### config.mk
export PLATFORM = sky130hd
export DESIGN_NAME = magic_wake_detector
export DESIGN_NICKNAME = d
export VERILOG_FILES = /design/src/rtl/magic_wake_detector.sv
export SDC_FILE = /design/constraint.sdc
export NUM_CORES = 1
export LEC_CHECK = 0
export BUFFER_PORTS_ARGS = -buffer_cell sky130_fd_sc_hd__buf_4
export CAP_MARGIN = 10
export CORE_UTILIZATION = 55
export CTS_BUF_LIST = sky130_fd_sc_hd__clkbuf_2
export DETAILED_ROUTE_END_ITERATION = 6
export PLACE_DENSITY = 0.84
export SYNTH_ARGS = -nofsm -noshare
export SYNTH_HDL_FRONTEND = slang
export SYNTH_SLANG_ARGS = --single-unit
### constraint.sdc
create_clock -name clk -period 4.2 [get_ports clk]
set_input_delay 0.63 -clock clk [delete_from_list [all_inputs] [get_ports clk]]
set_output_delay 0.63 -clock clk [all_outputs]
set_load 0.02 [all_outputs]
### src/rtl/magic_wake_detector.sv
module magic_wake_detector #(
  parameter int SYNC_LEN   = 6,
  parameter int REPS       = 16,
  parameter int ADDR_BYTES = 6
) (
  input  logic                    clk,
  input  logic                    rst_n,
  input  logic                    en,
  input  logic [8*ADDR_BYTES-1:0] station_addr,
  input  logic                    rx_valid,
  input  logic                    rx_sof,
  input  logic                    rx_eof,
  input  logic [7:0]              rx_data,
  input  logic                    rx_crc_ok,
  input  logic                    wake_clr,
  output logic                    wake
);
  localparam int FW = $clog2(SYNC_LEN + 1);
  localparam int BW = (ADDR_BYTES > 1) ? $clog2(ADDR_BYTES) : 1;
  localparam int RW = (REPS > 1) ? $clog2(REPS) : 1;
  localparam int PW = $clog2(ADDR_BYTES + 1);
  localparam logic [FW-1:0] FF_FULL  = FW'(SYNC_LEN);
  localparam logic [BW-1:0] B_LAST   = BW'(ADDR_BYTES - 1);
  localparam logic [RW-1:0] R_LAST   = RW'(REPS - 1);
  localparam logic [PW-1:0] DA_BYTES = PW'(ADDR_BYTES);

  logic          in_frame, in_addr, found, da_own, da_mc;
  logic [FW-1:0] ff_cnt;
  logic [BW-1:0] bsel;
  logic [RW-1:0] rep;
  logic [PW-1:0] pos;

  logic          in_addr_n, found_n, da_own_n, da_mc_n;
  logic [FW-1:0] ff_cnt_n;
  logic [BW-1:0] bsel_n;
  logic [RW-1:0] rep_n;
  logic [PW-1:0] pos_n;

  wire take  = rx_valid && (in_frame || rx_sof);
  wire is_ff = (rx_data == 8'hFF);

  function automatic logic [7:0] addr_byte(input int i);
    return station_addr[8*(ADDR_BYTES-1-i) +: 8];
  endfunction

  always_comb begin
    in_addr_n = rx_sof ? 1'b0 : in_addr;
    found_n   = rx_sof ? 1'b0 : found;
    da_own_n  = rx_sof ? 1'b1 : da_own;
    da_mc_n   = rx_sof ? 1'b0 : da_mc;
    ff_cnt_n  = rx_sof ? '0 : ff_cnt;
    bsel_n    = rx_sof ? '0 : bsel;
    rep_n     = rx_sof ? '0 : rep;
    pos_n     = rx_sof ? '0 : pos;

    if (pos_n != DA_BYTES) begin
      if (pos_n == '0) da_mc_n = rx_data[0];
      if (rx_data != addr_byte(int'(pos_n))) da_own_n = 1'b0;
      pos_n = pos_n + 1'b1;
    end

    if (in_addr_n && rx_data == addr_byte(int'(bsel_n))) begin
      if (bsel_n == B_LAST) begin
        bsel_n = '0;
        if (rep_n == R_LAST) begin
          found_n   = 1'b1;
          in_addr_n = 1'b0;
          rep_n     = '0;
        end else begin
          rep_n = rep_n + 1'b1;
        end
      end else begin
        bsel_n = bsel_n + 1'b1;
      end
    end else begin
      in_addr_n = 1'b0;
      bsel_n    = '0;
      rep_n     = '0;
      if (is_ff) begin
        if (ff_cnt_n != FF_FULL) ff_cnt_n = ff_cnt_n + 1'b1;
      end else if (ff_cnt_n == FF_FULL && rx_data == addr_byte(0)) begin
        ff_cnt_n  = '0;
        in_addr_n = 1'b1;
        bsel_n    = BW'(1);
      end else begin
        ff_cnt_n = '0;
      end
    end
  end

  wire hit = take && rx_eof && en && rx_crc_ok && found_n && (da_own_n || da_mc_n);

  always_ff @(posedge clk or negedge rst_n) begin
    if (!rst_n) begin
      in_frame <= 1'b0;
      in_addr  <= 1'b0;
      found    <= 1'b0;
      da_own   <= 1'b0;
      da_mc    <= 1'b0;
      ff_cnt   <= '0;
      bsel     <= '0;
      rep      <= '0;
      pos      <= '0;
      wake     <= 1'b0;
    end else begin
      if (take) begin
        in_frame <= !rx_eof;
        in_addr  <= in_addr_n;
        found    <= found_n;
        da_own   <= da_own_n;
        da_mc    <= da_mc_n;
        ff_cnt   <= ff_cnt_n;
        bsel     <= bsel_n;
        rep      <= rep_n;
        pos      <= pos_n;
      end
      if (hit)           wake <= 1'b1;
      else if (wake_clr) wake <= 1'b0;
    end
  end
endmodule


---- Yosys cells after proc, flatten, opt, wreduce, memory -nomap -nowiden ----
Index checks and enable logic that the tools add are counted.
Widths: inputs -> output; s select.
word-level totals
  register bits after elaboration ......... 19
operators by class
  $add $sub $neg .......................... 6
  eq/ne operators ......................... 9
  shift-type cells ........................ 2
  mux-type cells .......................... 33
  reductions and logical operators ........ 13
operator list
  cell                 count
  $shiftx 48x7->8      2
  $mux 3               9
  $mux 1               20
  $eq 8x8->1           2
  $mux 4               4
  $add 3x1->3 const B  3
  $eq 8x8->1 const B   1
  $logic_and 1x1->1    8
  $ne 8x8->1           1
  $sub 3x3->4 const A  2
  $eq 3x3->1 const B   2
  $ne 3x3->1 const B   2
  $add 4x1->4 const B  1
  $eq 4x4->1 const B   1
  $logic_not 3->1      1
  $logic_or 1x1->1     2
  $reduce_bool 2->1    1
  $logic_not 1->1      1

---- Depth between registers and ports, before layout ----
  depth after elaboration ................. 9
  gate-level depth with buffers ........... 14
  depth with buffers taken out ............ 10

---- Worst setup path before layout ----
Ideal clock, no wire load.
  kind .................................... in2reg
  from .................................... input rx_sof
  to ...................................... register ff_cnt[1]
  library setup time ...................... 0.128 ns
  arrival ................................. 3.469 ns
  data required time ...................... 4.072 ns
  setup slack ............................. 0.604 ns
  stages .................................. 13
  path through ............................ clkbuf_1 -> clkbuf_1 -> clkbuf_1 -> nor2b_1 -> ha_1 -> inv_1 -> clkbuf_1 -> o31ai_1 -> o2111a_1 -> xnor2_1 -> nand4_2 -> o31ai_2 -> mux2_1
between the ends
  word-level cells in the longest chain between the ends .. 6
  elaborated cells between the ends (all ways) .. 14
  those cells by class .................... 2 x add/sub; 2 x eq/ne; 1 x shift; 6 x mux; 3 x reduce/logical
ends and longest elaborated chain
  what                    RTL line  source
  start: declaration      11        input logic rx_sof,
  $mux 3                  52        bsel_n = rx_sof ? '0 : bsel;
  $sub 3x3->4             43        return station_addr[8*(ADDR_BYTES-1-i) +: 8];
  $shiftx 48x7->8         43
  $eq 8x8->1              62        if (in_addr_n && rx_data == addr_byte(int'(bsel_n))) begin
  $logic_and 1x1->1       62
  $mux 3                  62
  end signal: assignment  112       ff_cnt <= ff_cnt_n;
  end: declaration        28        logic [FW-1:0] ff_cnt;
Parallel ways exist; a longest one is shown, timed or not.
A chain may end at the register's enable or synchronous reset.

---- Worst setup path after layout ----
  from .................................... register bsel[1]
  to ...................................... register ff_cnt[1]
between the ends
  word-level cells in the longest chain between the ends .. 6
ends and longest elaborated chain
  what                      RTL line  source
  start: declaration        29        logic [BW-1:0] bsel;
  start signal: assignment  113       bsel <= bsel_n;
  $mux 3                    52
  $sub 3x3->4               43
  $shiftx 48x7->8           43
  $eq 8x8->1                62
  $logic_and 1x1->1         62
  $mux 3                    62
No other way between the ends.

==> impl_results.md <==
* Gpl congestion at 0.940
* Fin util at 0.680
* Routed via count at around 2,800
* Worst r2r src: bsel[1]
* Initial core utilization at 0.575
* Post-synth top area share at 0.175
* Design area at about 3200 um^2
* Row count at 25
* Critical path class: register to register
* Worst hold slack at roughly 0.12 ns
* CORE AREA at around 4700 um^2
* Wire length per cell at 17.9 um
* Sw power at 248 uW
* Post-route DRC at 0
* Tcrit/Tclk final at 0.783
* Initial antenna violation count at 0
* Number of synthesized flops with an enable pin at 0
* Mapped Cells at between 300 and 400
* Largest area contributor in the netlist: dfrtp_1
* Antenna Cells at 0
* Leak Pwr at between 0.001 and 0.0015 uW
* Post-synth cell types at 57
* Share of power burned in registers at 0.349
* Status: finished clean
* CTS tree: done
* Setup TNS at 0 ns
* Worst EP required at around 4.5 ns
* Post-synthesis cell area at around 2700 um^2
* DR pass1 iterations at 5
* Critical Path Source Type: register
* Seq/Total Area, Yosys at 0.175
* Power Density at between 150 and 200 nW/um^2
* R2r endpoint: ff_cnt[1]
* Critical path fanouts, max at 18
* Mean post-synth cell area at a little over 8 um^2
* Final hold violations at 0
* Power Internal at around 370 uW
* Placed Area at around 3200 um^2
* Top_reg_cell synth: dfrtp_1
* Final Skew at about 0.020 ns
* Share of layout cells above drive strength 1 at 0.249
* Final WL at 7.95 mm
* YS warnings at 0
* IO Pins at 65
* Synth top cells by count: o21ai_0 (27), nand2_1 (26), nor2b_1 (23)
* Pins Over Slew Limit at 0
* Total GRT Usage at 0.332
* Comb power frac at 0.508
* RSZ-0062 raised after global routing: no
* Via density per instance at roughly 6.4
* Num CTS Buffers at 3
* Post-CTS Repair Setup Buffers at 0
* VDD IR max at approximately 0.12 mV
* Fin crit period at between 3 and 4 ns
* H-tree Lvls at 1
* Hold-fix buffers, CTS at 0
* Clock slew at reported path FFs at approximately 0.22 ns
* Die width at approximately 72 um
* Critical Path End Type: register
* Total power at about 620 uW
* Max-slew headroom at 0.668
* CTS Sinks at 19
* Final setup fails at 0
* Syn nets at between 400 and 500
* Vias in the first global route at approximately 2,900
* Clk buf depth at 2
* Overflow after GRT at 0
* Worst R2R Path Depth at 11
* Worst-Skew Late Latency at approximately 0.35 ns
* Hpwl dp at approximately 6.2 mm
* Port bufs at 64
* Worst EP arrival at about 3.6 ns
* Synth top area cells: dfrtp_1 (18%), mux4_2 (6.6%), mux2i_1 (5.9%)
* P&R area growth vs syn at 18.4%
* Max cap viols at 0
* Post-cts resize count at 0
* Largest net degree at the start of global routing at 43
* Worst-margin pin slew at 0.498 ns
* Clock Power Share at 0.143
* Fin nets at between 400 and 500
* Starting DRT DRC Count at 215
* Count leader, synth: o21ai_0
* Worst hold path class: primary input to async pin
* R2R Setup Slk at ~0.9 ns
* Die area at between 5000 and 6000 um^2
* Fmax at just over 300 MHz
* Synth async-reset ratio at 1.00
* Chip Height at between 70 and 80 um
* Net switching share of the total power at 0.401
* ANT nets after route at 0
* CTS root buf: clkbuf_2
* First-pass GRT wire length at 13.5 mm
* FF+latch count, synth at 19
==> power groups by stage <==
stage | logic, uW | registers, uW | clock network, uW
2_1_floorplan | 212 | 207 | 0
3_3_place_gp | 303 | 218 | 0
3_5_place_dp | 309 | 219 | 0
4_1_cts | 310 | 216 | 89.9
5_1_grt | 344 | 219 | 97.8
6_report | 315 | 216 | 88.3
==> cell families (layout without fill, tap and decap cells) <==
kind of cell               Yosys count  in the layout  synth area share
buffers and inverters               34             84            0.0613
and+or+nand+nor                    131            131             0.285
AOI/OAI and AO/OA                   87             87             0.221
xor gates and xnor gates            15             15            0.0512
adders and majority gates           10             10            0.0461
muxes                               32             32             0.160
DFF                                 19             19             0.175
==> cells in the final DEF (no fill, tap or decap), types with 3 or more instances in the layout <==
cell type  netlist  layout
clkbuf_2         0       3
buf_4            2      69
xnor2_1         13      13
nand4_1         12      12
nor3_1          13      13
nor4b_1          8       8
inv_1           11      11
ha_1            10      10
nand2b_1         5       5
and2_1           5       5
a21oi_1         10      10
dfrtp_1         19      19
o21ai_1          3       4
nor2_1          11      11
mux2i_1         16      16
o21ai_0         27      26
and3_1           3       3
o22ai_1          8       8
a41oi_1          3       3
nand3_1          5       5
a31oi_1          5       5
nand2_1         26      26
nor2b_1         23      23
o2111a_1         4       4
nor4_1           6       6
mux4_2           8       8
mux2_1           7       7
o31ai_1         11      11
==> sequential cells by signal, indices dropped and copies added (netlist names) <==
name	count
da_mc	1
bsel	3
in_addr	1
found	1
ff_cnt	3
rep	4
da_own	1
pos	3
wake	1
in_frame	1
==> per-layer routing <==
layer | global-route usage | wire [um] | up-vias
met3 | 0.0667 | 673 | 14
met2 | 0.546 | 3750 | 127
met1 | 0.441 | 3410 | 1350
met5 | 0 | 0 | -
met4 | 0.100 | 112 | 0
li1 | - | - | 1351
==> metrics by stage <==
step / instances / setup WS [ns]
2_1_floorplan: 328 / 0.604
3_3_place_gp: 441 / 0.745
3_5_place_dp: 441 / 0.633
4_1_cts: 445 / 0.951
5_1_grt: 445 / 0.585
6_report: 445 / 0.910
==> critical path, stage by stage (launching register included) <==
cell and delay [ns]:
dfrtp_1 0.37, buf_4 0.22, nor2b_1 0.15, buf_4 0.17
inv_1 0.05, ha_1 0.51, inv_1 0.28, o2111a_1 0.32
xnor2_1 0.28, nand4_2 0.20, o31ai_2 0.32, mux2_1 0.34
==> worst max-delay path by stage <==
stage | from | end | slack (ns) | depth (start not counted)
floorplan | rx_sof | ff_cnt[1] | 0.60 | 13
global placement | rx_sof | ff_cnt[1] | 0.75 | 11
detailed placement | rx_sof | ff_cnt[1] | 0.63 | 11
CTS | bsel[1] | rep[3] | 0.95 | 11
global route | bsel[1] | rep[3] | 0.58 | 11
finish | bsel[1] | ff_cnt[1] | 0.91 | 11
==> area by class of cell <==
| class | count | area [um^2] |
|---|---|---|
| clock buffers | 3 | 15.0 |
| multi-input cells | 275 | 2070 |
| flip-flops and latches | 19 | 475 |
| well taps | 67 | 83.8 |
| inverters | 11 | 41.3 |
| fillers | 398 | 1510 |
| repair buffers | 69 | 518 |
| clock inverters | 1 | 7.51 |
Note: power is estimated with default switching activity, not from simulation.
